**src/rtl/vol_pkg.sv**
```systemverilog
package vol_pkg;
  typedef enum logic [1:0] {
    DIR_NONE = 2'd0,
    DIR_UP   = 2'd1,
    DIR_DN   = 2'd2
  } dir_e;

  typedef enum logic [1:0] {
    PH_IDLE   = 2'd0,
    PH_FIRST  = 2'd1,
    PH_SECOND = 2'd2,
    PH_REPEAT = 2'd3
  } phase_e;
endpackage

```
**src/rtl/vol_sync.sv**
```systemverilog
module vol_sync #(
  parameter int          W       = 3,
  parameter logic [W-1:0] RST_VAL = '0
) (
  input  logic         clk_i,
  input  logic         rst_ni,
  input  logic [W-1:0] d_i,
  output logic [W-1:0] q_o
);
  for (genvar i = 0; i < W; i++) begin : g_bit
    logic meta_q, sync_q;
    always_ff @(posedge clk_i or negedge rst_ni) begin
      if (!rst_ni) begin
        meta_q <= RST_VAL[i];
        sync_q <= RST_VAL[i];
      end else begin
        meta_q <= d_i[i];
        sync_q <= meta_q;
      end
    end
    assign q_o[i] = sync_q;
  end
endmodule

```
**src/rtl/vol_prescaler.sv**
```systemverilog
module vol_prescaler #(
  parameter int PRESC_W = 13
) (
  input  logic clk_i,
  input  logic rst_ni,
  input  logic clr_i,
  output logic tick_o
);
  logic [PRESC_W-1:0] cnt_q;

  always_ff @(posedge clk_i or negedge rst_ni) begin
    if (!rst_ni)    cnt_q <= '0;
    else if (clr_i) cnt_q <= '0;
    else            cnt_q <= cnt_q + 1'b1;
  end

  // one clock in every 2^PRESC_W
  assign tick_o = &cnt_q;
endmodule

```
**src/rtl/vol_hold_seq.sv**
```systemverilog
module vol_hold_seq
  import vol_pkg::*;
#(
  parameter int FIRST_TICKS  = 1,
  parameter int SECOND_TICKS = 10,
  parameter int REPEAT_TICKS = 4
) (
  input  logic clk_i,
  input  logic rst_ni,
  input  logic clr_i,
  input  logic tick_i,
  input  logic up_req_i,
  input  logic dn_req_i,
  output logic step_o,
  output dir_e dir_o
);
  localparam int MAX_A = (FIRST_TICKS > SECOND_TICKS) ? FIRST_TICKS : SECOND_TICKS;
  localparam int MAX_T = (MAX_A > REPEAT_TICKS) ? MAX_A : REPEAT_TICKS;
  localparam int CNT_W = $clog2(MAX_T + 1);

  phase_e            phase_q, phase_d;
  dir_e              dir_q, dir_now;
  logic [CNT_W-1:0]  cnt_q, cnt_d, cnt_nx, target;
  logic              fresh, fire;

  always_comb begin
    unique case ({up_req_i, dn_req_i})
      2'b10:   dir_now = DIR_UP;
      2'b01:   dir_now = DIR_DN;
      default: dir_now = DIR_NONE;
    endcase
  end

  assign fresh  = (phase_q == PH_IDLE) || (dir_now != dir_q);
  assign cnt_nx = fresh ? CNT_W'(1) : cnt_q + 1'b1;

  always_comb begin
    if (fresh) target = CNT_W'(FIRST_TICKS);
    else begin
      unique case (phase_q)
        PH_SECOND: target = CNT_W'(SECOND_TICKS);
        PH_REPEAT: target = CNT_W'(REPEAT_TICKS);
        default:   target = CNT_W'(FIRST_TICKS);
      endcase
    end
  end

  assign fire = tick_i && (dir_now != DIR_NONE) && (cnt_nx >= target);

  always_comb begin
    phase_d = phase_q;
    cnt_d   = cnt_q;
    if (tick_i) begin
      if (dir_now == DIR_NONE) begin
        phase_d = PH_IDLE;
        cnt_d   = '0;
      end else if (fire) begin
        cnt_d = '0;
        if (fresh || phase_q == PH_FIRST) phase_d = PH_SECOND;
        else                              phase_d = PH_REPEAT;
      end else begin
        cnt_d = cnt_nx;
        if (fresh) phase_d = PH_FIRST;
      end
    end
  end

  always_ff @(posedge clk_i or negedge rst_ni) begin
    if (!rst_ni) begin
      phase_q <= PH_IDLE;
      dir_q   <= DIR_NONE;
      cnt_q   <= '0;
    end else if (clr_i) begin
      phase_q <= PH_IDLE;
      dir_q   <= DIR_NONE;
      cnt_q   <= '0;
    end else begin
      phase_q <= phase_d;
      cnt_q   <= cnt_d;
      if (tick_i) dir_q <= dir_now;
    end
  end

  assign step_o = fire;
  assign dir_o  = dir_now;
endmodule

```
**src/rtl/vol_index.sv**
```systemverilog
module vol_index
  import vol_pkg::*;
#(
  parameter int IDX_W       = 5,
  parameter int DEFAULT_IDX = 16
) (
  input  logic             clk_i,
  input  logic             rst_ni,
  input  logic             clr_i,
  input  logic             step_i,
  input  dir_e             dir_i,
  output logic [IDX_W-1:0] index_o,
  output logic             chg_o
);
  localparam logic [IDX_W-1:0] IDX_MAX = {IDX_W{1'b1}};
  localparam logic [IDX_W-1:0] IDX_DEF = IDX_W'(DEFAULT_IDX);

  logic [IDX_W-1:0] idx_q;
  logic             chg_q;
  logic             go_up, go_dn;

  assign go_up = step_i && (dir_i == DIR_UP) && (idx_q != IDX_MAX);
  assign go_dn = step_i && (dir_i == DIR_DN) && (idx_q != '0);

  always_ff @(posedge clk_i or negedge rst_ni) begin
    if (!rst_ni) begin
      idx_q <= IDX_DEF;
      chg_q <= 1'b0;
    end else if (clr_i) begin
      idx_q <= IDX_DEF;
      chg_q <= 1'b0;
    end else begin
      chg_q <= go_up || go_dn;
      if (go_up)      idx_q <= idx_q + 1'b1;
      else if (go_dn) idx_q <= idx_q - 1'b1;
    end
  end

  assign index_o = idx_q;
  assign chg_o   = chg_q;
endmodule

```
**src/rtl/vol_stepper.sv**
```systemverilog
module vol_stepper
  import vol_pkg::*;
#(
  parameter int IDX_W        = 5,
  parameter int DEFAULT_IDX  = 16,
  parameter int PRESC_W      = 13,
  parameter int FIRST_TICKS  = 1,
  parameter int SECOND_TICKS = 10,
  parameter int REPEAT_TICKS = 4
) (
  input  logic             clk_i,
  input  logic             rst_ni,
  input  logic             up_ni,
  input  logic             dn_ni,
  input  logic             sd_ni,
  output logic [IDX_W-1:0] index_o,
  output logic             chg_o
);
  // {sd, dn, up}: buttons idle high, shutdown held until synchronized
  localparam logic [2:0] SYNC_RST = 3'b011;

  logic [2:0] sync_q;
  logic       up_s, dn_s, sd_s, shut, tick, step;
  dir_e       step_dir;

  vol_sync #(.W(3), .RST_VAL(SYNC_RST)) u_sync (
    .clk_i  (clk_i),
    .rst_ni (rst_ni),
    .d_i    ({sd_ni, dn_ni, up_ni}),
    .q_o    (sync_q)
  );

  assign up_s = sync_q[0];
  assign dn_s = sync_q[1];
  assign sd_s = sync_q[2];
  assign shut = !sd_s;

  vol_prescaler #(.PRESC_W(PRESC_W)) u_presc (
    .clk_i  (clk_i),
    .rst_ni (rst_ni),
    .clr_i  (shut),
    .tick_o (tick)
  );

  vol_hold_seq #(
    .FIRST_TICKS  (FIRST_TICKS),
    .SECOND_TICKS (SECOND_TICKS),
    .REPEAT_TICKS (REPEAT_TICKS)
  ) u_seq (
    .clk_i    (clk_i),
    .rst_ni   (rst_ni),
    .clr_i    (shut),
    .tick_i   (tick),
    .up_req_i (!up_s),
    .dn_req_i (!dn_s),
    .step_o   (step),
    .dir_o    (step_dir)
  );

  vol_index #(.IDX_W(IDX_W), .DEFAULT_IDX(DEFAULT_IDX)) u_idx (
    .clk_i   (clk_i),
    .rst_ni  (rst_ni),
    .clr_i   (shut),
    .step_i  (step),
    .dir_i   (step_dir),
    .index_o (index_o),
    .chg_o   (chg_o)
  );
endmodule

```
**config.mk**
```make
export PLATFORM = sky130hd
export DESIGN_NAME = vol_stepper
export DESIGN_NICKNAME = d
export VERILOG_FILES = /design/src/rtl/vol_pkg.sv /design/src/rtl/vol_sync.sv /design/src/rtl/vol_prescaler.sv /design/src/rtl/vol_hold_seq.sv /design/src/rtl/vol_index.sv /design/src/rtl/vol_stepper.sv
export SDC_FILE = /design/constraint.sdc
export NUM_CORES = 1
export LEC_CHECK = 0
export BUFFER_PORTS_ARGS = -buffer_cell sky130_fd_sc_hd__buf_2
export CAP_MARGIN = 25
export CORE_MARGIN = 2
export CORE_UTILIZATION = 60
export CTS_BUF_LIST = sky130_fd_sc_hd__clkbuf_8
export DETAILED_ROUTE_END_ITERATION = 8
export PLACE_DENSITY_LB_ADDON = 0.15
export SLEW_MARGIN = 10
export SYNTH_ARGS = -nofsm -noshare
export SYNTH_HDL_FRONTEND = slang
export SYNTH_HIERARCHICAL = 1
export SYNTH_SLANG_ARGS = --single-unit
```
**constraint.sdc**
```tcl
create_clock -name clk_i -period 4 [get_ports clk_i]
set_input_delay 0.2 -clock clk_i [delete_from_list [all_inputs] [get_ports clk_i]]
set_output_delay 0.2 -clock clk_i [all_outputs]
set_load 0.01 [all_outputs]
```
==> impl_metrics.py, run 1 <==
metrics = {
    "finish": {
        "area_growth_pct": 11.9,
        "layout.nets": 212,
        "diodes": 0,
        "drive_above_1_share_pct": 20.5,
    },
    "global_routing": {
        "grt_max_degree": 34,
        "grt_pass1_wl_um": 5940,
        "grt_pass1_vias": 1316,
        "antenna_found_initial": 0,
        "grt_usage_pct": 22.2,
        "grt-ovfl-total": 0,
    },
    "synthesis": {
        "synth_edf_count": 0,
        "netlist_area_mm2": 0.00189,
        "ys_ff_latch": 33,
        "synth_top_flop_cell": "dfrtp_1",
        "syn_inst": 179,
        "async_flop_share_pct": 100,
        "seq_area_frac_synth_pct": 43.9,
        "syn_nets": 197,
        "yosysWarnings": 6,
        "syn_area_per_cell_um2": 10.6,
        "synth_cell_types": 43,
    },
    "sta": {
        "fin_ws_ns": 0.285,
        "drv_slew": 0,
        "slew_headroom_pct": 42.8,
        "rsz0062_at_grt": "false",
        "final.setup_skew_ns": 0.0117,
        "tns_ns": 0,
        "period_minus_slack_ns": 3.72,
        "period_share_pct": 92.9,
        "setup_viol": 0,
        "achievable-frequency_ghz": 0.269,
        "worst_pin_slew_ns": 0.857,
        "hold_viol": 0,
    },
    "run_status": {
        "status": "complete, no violations",
    },
    "pwr": {
        "power_density_mw_per_mm2": 309,
        "max-vdd-ir-drop_mv": 0.182,
        "p_leak_nw": 0.947,
    },
    "setup_path": {
        "cp_common_cell": "ha_1",
        "cp.required_ns": 4.21,
        "critPathMaxStageDelay_ns": 0.55,
        "worstPathCellList": "inv_1 -> ha_1 -> xor2_2 -> nor4_1 -> ha_1 -> o21ai_0 -> nand2b_1 -> nand3b_1 -> inv_1 -> nand2_2 -> ha_1 -> a21oi_1 -> a21boi_0 -> a22o_1 -> mux2i_1",
        "slowest_stage": "nor4_1",
        "rr_worst_depth": 15,
        "cp-start-kind": "register",
        "reg2reg_from": "u_sync/g_bit[0].sync_q",
        "worst_setup_path_end_kind": "register",
        "worstPathMaxFanout": 7,
        "rr_endpoint": "u_idx/index_o[4]",
        "r2r_slack_ns": 0.28,
        "path_class": "reg -> reg",
        "cp.arrival_ns": 3.93,
    },
    "floorplanning": {
        "fp-row-count": 20,
        "ios": 11,
        "dieHeight_um": 60.2,
        "core_mm2": 0.00303,
        "start_util_pct": 62.6,
        "dieArea_mm2": 0.00362,
        "die_w_um": 60.2,
    },
    "placement": {
        "dp_hpwl_um": 2490,
        "gp_congestion": 0.902,
        "place_ws_ns": 0.122,
        "port_buffers": 10,
    },
    "routing": {
        "avgViaCountPerCell": 5.71,
        "detail-route-antenna-nets": 0,
        "wl_per_cell_um": 14.6,
        "drt_iter0_drc": 103,
        "routed_wl_um": 3500,
        "drc": 0,
        "num_vias": 1364,
        "drt_pass1_iterations": 4,
    },
    "cts": {
        "cts-root-buf": "clkbuf_8",
        "cts_tree": "done",
        "clk_path_buf_depth": 2,
        "htree_levels": 2,
        "numCtsBuffers": 5,
        "clkTransAtPathRegs_ns": 0.07,
        "clk_latency_ns": 0.28,
        "cts_sinks": 33,
    },
    "worst_hold_path": {
        "min_path_type": "in -> reg",
        "min_from": "up_ni",
        "worstHoldPathCells": 1,
        "whs_endpoint": "u_sync/g_bit[0].meta_q",
    },
    "run": {
        "cap_violations": 0,
    },
}
## per-layer routing
layer,up-vias,share of wire (%),global-route usage [%]
li1,657,-,-
met1,679,47,30.3
met2,28,50,36.2
met3,0,2.9,5.19
met4,0,0,4.76
met5,-,0,0
## placed cells by master, fill, tap and decap left out, types with 4 or more instances in the layout
cell      count
buf_2        10
nor2_1       12
dfrtp_1      28
clkbuf_8      7
a21oi_1      12
or4_1         4
and3_1        4
nand3_1       7
mux2i_1       6
nor2b_1       4
inv_1        14
o31ai_1       5
or3_1         4
xnor2_1       7
dfstp_2       5
nand2_1       9
o21ai_0       6
nand2b_1      4
ha_1         11
## flip-flops by register name, summed over array words and instances, names as in the netlist
name	flops
u_presc/cnt_q	13
u_sync/g_bit.meta_q	3
u_seq/dir_q	2
u_seq/cnt_q	4
u_idx/chg_o	1
u_seq/phase_q	2
u_sync/g_bit.sync_q	3
u_idx/index_o	5
## worst max path at each step
stage          slack (ns)                to              startpoint
2_1_floorplan        0.41  u_idx/index_o[4]  u_sync/g_bit[1].sync_q
3_3_place_gp         0.32  u_idx/index_o[4]  u_sync/g_bit[1].sync_q
3_5_place_dp         0.12  u_idx/index_o[4]  u_sync/g_bit[1].sync_q
4_1_cts              0.11  u_idx/index_o[4]  u_sync/g_bit[0].sync_q
5_1_grt             0.007  u_idx/index_o[4]  u_sync/g_bit[0].sync_q
6_report             0.28  u_idx/index_o[4]  u_sync/g_bit[0].sync_q
## synthesized netlist by cell type (2+ instances only)
library cell  number  area [µm²]
and3_1             4        25.0
nand2b_1           4        25.0
nand3_1            7        35.0
o31ai_1            5        37.5
nand2_1           10        37.5
dfstp_2            5         131
o21ai_0            6        30.0
a21oi_1           12        60.1
inv_1             14        52.6
or3_1              4        25.0
a22o_2             3        30.0
xor2_1             3        26.3
and2_1             3        18.8
or4_1              4        30.0
buf_4              3        22.5
mux2i_1            6        60.1
ha_1              12         150
a22o_1             2        17.5
nor2b_1            4        25.0
dfrtp_1           28         701
nor2_1            12        45.0
xnor2_1            7        61.3
## worst max-delay path, delay by kind of cell (launching register included)
| kind | cells | cell delay (ns) |
|---|---|---|
| compound gates | 4 | 0.65 |
| fa+ha+maj | 3 | 0.88 |
| flops | 1 | 0.51 |
| buf+inv | 2 | 0.26 |
| xor+xnor | 1 | 0.22 |
| simple gates | 4 | 0.97 |
| mux | 1 | 0.15 |
## metrics by stage
step                std cells  utilization [%]  power [mW]  instance area, µm²  hold WS [ns]
floorplan                 179                -       0.371                1890       -0.0956
global placement          229             65.2       0.380                1970         0.289
detailed placement        229             65.2       0.383                1970         0.307
CTS                       238             68.8       0.658                2080       0.00574
global route              239             70.0       0.684                2120       0.00706
finish                    239             70.0       0.656                2120        0.0168
## what timing repair did
action,4_1_cts,5_1_grt
setup endpoints to repair,0,2
gates resized for setup,0,5
hold buffers,1,1
hold endpoints to repair,14,1
buffers inserted,0,0
## where the power goes
part / switching [mW] / internal (mW) / total (mW) / leakage, nW
Clock: 0.121 / 0.156 / 0.276 / 0.0542
Combinational: 0.0219 / 0.0112 / 0.0332 / 0.456
Sequential: 0.00529 / 0.341 / 0.346 / 0.437
Total: 0.148 / 0.508 / 0.656 / 0.947
## cell families (layout without fill, tap and decap cells)
group | count (synthesis) | count (layout) | synth area share [%]
AOI/OAI and AO/OA | 37 | 37 | 15.2
muxes | 8 | 8 | 4.56
xor gates and xnor gates | 10 | 10 | 4.62
buffers and inverters | 18 | 34 | 4.16
DFF | 33 | 33 | 43.9
and+or+nand+nor | 60 | 60 | 18.6
adders and majority gates | 13 | 13 | 8.98
## area by class of cell
cell class              instances  area (µm²)
multi-input cells             128        1010
well taps                      44        55.1
clock inverters                 1        5.00
repair buffers                 12        70.1
fillers                       228         908
inverters                      14        52.6
flip-flops and latches         33         832
clock buffers                   7        96.3
Note: power is estimated with default switching activity, not from simulation.
==> run 2, diff against run 1 <==
Settings changed: ABC_AREA from default to 1, CTS_BUF_LIST sky130_fd_sc_hd__clkbuf_8 to sky130_fd_sc_hd__clkbuf_8 sky130_fd_sc_hd__clkbuf_16.
==> impl_metrics.py, run 2 <==
metrics = {
    "run_status": {
        "status": "complete, no violations",
    },
    "placement": {
        "dpl-instance-area_mm2": 0.00208,
        "placedCellCount": 305,
        "port_buffers": 10,
        "gp_congestion": 0.808,
        "dp_hpwl_um": 2700,
    },
    "synthesis": {
        "synth_top_flop_cell": "dfrtp_1",
        "synth_top_area_share_pct": 35.0,
        "synth_top_family_by_area": "simple AND/OR/NAND/NOR gates",
        "syn_area_per_cell_um2": 7.85,
        "synth-compound-area-share_pct": 6.88,
        "netlist_area_mm2": 0.00200,
        "seq_area_frac_synth_pct": 41.6,
        "ys_ff_latch": 33,
        "syn_inst": 255,
        "yosysMostFrequentCell": "nand2_1",
        "synth_xor_xnor_area_share_pct": 2.13,
        "synthAdderAreaFrac_pct": 8.51,
        "async_flop_share_pct": 100,
        "muxShareOfSynthArea_pct": 0,
        "yosysWarnings": 6,
        "synth_cell_types": 30,
        "ys_top_cells_by_count": "63 x nand2_1, 39 x inv_1, 35 x nor2_1",
        "synthSimpleGateAreaFrac_pct": 31.7,
        "synth_edf_count": 0,
        "syn_nets": 273,
        "synth_area_leader_cell": "dfrtp_1",
        "yosys-top-cells-area": "dfrtp_1 35%, nand2_1 12%, ha_1 7.5%",
    },
    "cts": {
        "cts_sinks": 33,
        "htree_levels": 2,
        "clk_path_buf_depth": 2,
        "cts-root-buf": "clkbuf_8",
        "cts_tree": "done",
        "postCtsSetupBuffers": 0,
        "clk_latency_ns": 0.27,
        "numCtsBuffers": 5,
        "clkTransAtPathRegs_ns": 0.07,
    },
    "floorplanning": {
        "fp-row-count": 20,
        "core_mm2": 0.00310,
        "dieHeight_um": 61.7,
        "dieArea_mm2": 0.00381,
        "die_w_um": 61.7,
        "ios": 11,
        "start_util_pct": 64.5,
    },
    "setup_path": {
        "worstPathMaxFanout": 6,
        "worst_setup_path_end_kind": "register",
        "path_class": "reg -> reg",
        "crit_start": "u_sync/g_bit[1].sync_q",
        "cp.required_ns": 4.20,
        "cp.arrival_ns": 3.80,
        "cp-start-kind": "register",
        "reg2reg_from": "u_sync/g_bit[1].sync_q",
        "r2r_slack_ns": 0.40,
    },
    "routing": {
        "drt_pass1_iterations": 4,
        "avgViaCountPerCell": 5.00,
        "detail-route-antenna-nets": 0,
        "num_vias": 1571,
        "drc": 0,
        "routed_wl_um": 3510,
        "wl_per_cell_um": 11.2,
        "drt_iter0_drc": 67,
    },
    "pwr": {
        "p_leak_nw": 1.11,
        "switchingPower_mw": 0.150,
        "power_frac_comb_pct": 7.1,
        "max-vdd-ir-drop_mv": 0.226,
        "seq_power_share_pct": 55.6,
        "switching_share_pct": 23.9,
        "power_density_mw_per_mm2": 288,
        "power_mw": 0.627,
        "p_clk_share_pct": 37.3,
        "power.internal_mw": 0.477,
    },
    "finish": {
        "area_growth_pct": 8.69,
        "regMostFlops": "u_presc/cnt_q",
        "layout_commonest_cell": "nand2_1",
        "largest_reg_flops": 13,
        "drive_above_1_share_pct": 17.4,
        "final_cell_mix": "63 x nand2_1, 38 x inv_1, 35 x nor2_1",
        "layout.nets": 287,
        "fin_area_mm2": 0.00217,
        "diodes": 0,
        "fin_cells": 314,
    },
    "global_routing": {
        "antenna_found_initial": 0,
        "grtUsageMet2_pct": 35.0,
        "grt-ovfl-total": 0,
        "grt_pass1_wl_um": 6140,
        "use_met1_pct": 29.4,
        "grt_max_degree": 34,
        "grt.busiest_layer": "met2",
        "grtUsageMet3_pct": 5.80,
        "grt_pass1_vias": 1428,
        "grt_usage_pct": 22.2,
    },
    "sta": {
        "period_minus_slack_ns": 3.60,
        "drv_slew": 0,
        "setup_viol": 0,
        "rsz0062_at_grt": "false",
        "period_share_pct": 90.0,
        "worst_pin_slew_ns": 0.691,
        "slew_headroom_pct": 54.0,
        "hold_viol": 0,
        "achievable-frequency_ghz": 0.278,
        "tns_ns": 0,
        "final.setup_skew_ns": 0.00272,
    },
    "worst_hold_path": {
        "min_from": "up_ni",
        "min_path_type": "in -> reg",
    },
    "run": {
        "cap_violations": 0,
    },
}
run 2: area by class of cell:
cell class / count / area, µm²
multi-input cells: 177 / 987
fillers: 287 / 928
flip-flops and latches: 33 / 832
inverters: 41 / 154
clock buffers: 5 / 68.8
repair buffers: 11 / 60.1
well taps: 44 / 55.1
clock inverters: 3 / 17.5
run 2: logic make-up (layout without fill, tap and decap cells):
kind of cell | count (synthesis) | in the layout
simple gates | 138 | 138
compound gates | 22 | 22
buf+inv | 45 | 60
fa+ha+maj | 13 | 13
xor+xnor | 4 | 4
flops | 33 | 33
run 2: metal layers:
| layer | part of all wire, % | vias to the layer above |
|---|---|---|
| met1 | 50 | 712 |
| met5 | 0 | - |
| met3 | 3.1 | 2 |
| li1 | - | 829 |
| met2 | 46 | 28 |
| met4 | 0.77 | 0 |
run 2: repair_timing:
action / 4_1_cts / 5_1_grt
hold buffers: 1 / 0
endpoints found under the hold margin: 28 / 0
endpoints found under the setup margin: 0 / 1
gates resized for setup: 0 / 2
run 2: critical path, cell delays in order (launching register included):
cell,delay (ns)
dfstp_2,0.51
inv_1,0.05
inv_1,0.06
ha_2,0.24
xnor2_2,0.15
nand3_1,0.15
or2_2,0.32
ha_1,0.30
nand2_1,0.05
nand2_1,0.05
nand2_1,0.05
nand3_1,0.08
nand2_1,0.10
inv_2,0.11
nand3_1,0.11
inv_1,0.13
o21ai_4,0.11
fa_1,0.41
a21oi_1,0.22
inv_1,0.06
nand3_1,0.07
nand2_1,0.05
nor2_1,0.08
nor2_1,0.05
run 2: metrics by stage:
step	hold slack [ns]	util, %	worst slack (ns)
floorplan	-0.0956	-	0.558
global placement	0.288	66.9	0.482
detailed placement	0.287	66.9	0.300
CTS	0.00996	70.0	0.290
global route	0.00274	70.1	0.00758
finish	0.0208	70.1	0.399
run 2: final timing paths:
| path | end | cells past startpoint |
|---|---|---|
| max | u_idx/index_o[4] | 23 |
| max in group asynchronous | u_seq/dir_q[1] | 2 |
| min in group asynchronous | u_presc/cnt_q[4] | 2 |
| max reg2reg | u_idx/index_o[4] | 23 |
| min reg2reg | u_sync/g_bit[2].sync_q | 0 |
| min | u_sync/g_bit[0].meta_q | 1 |
run 2: power by group through the flow:
stage               registers (mW)  clock network [mW]  logic [mW]
floorplan                    0.353                   0      0.0321
detailed placement           0.355                   0      0.0441
global route                 0.349               0.261      0.0525
CTS                          0.349               0.246      0.0452
finish                       0.349               0.234      0.0447
global placement             0.355                   0      0.0429
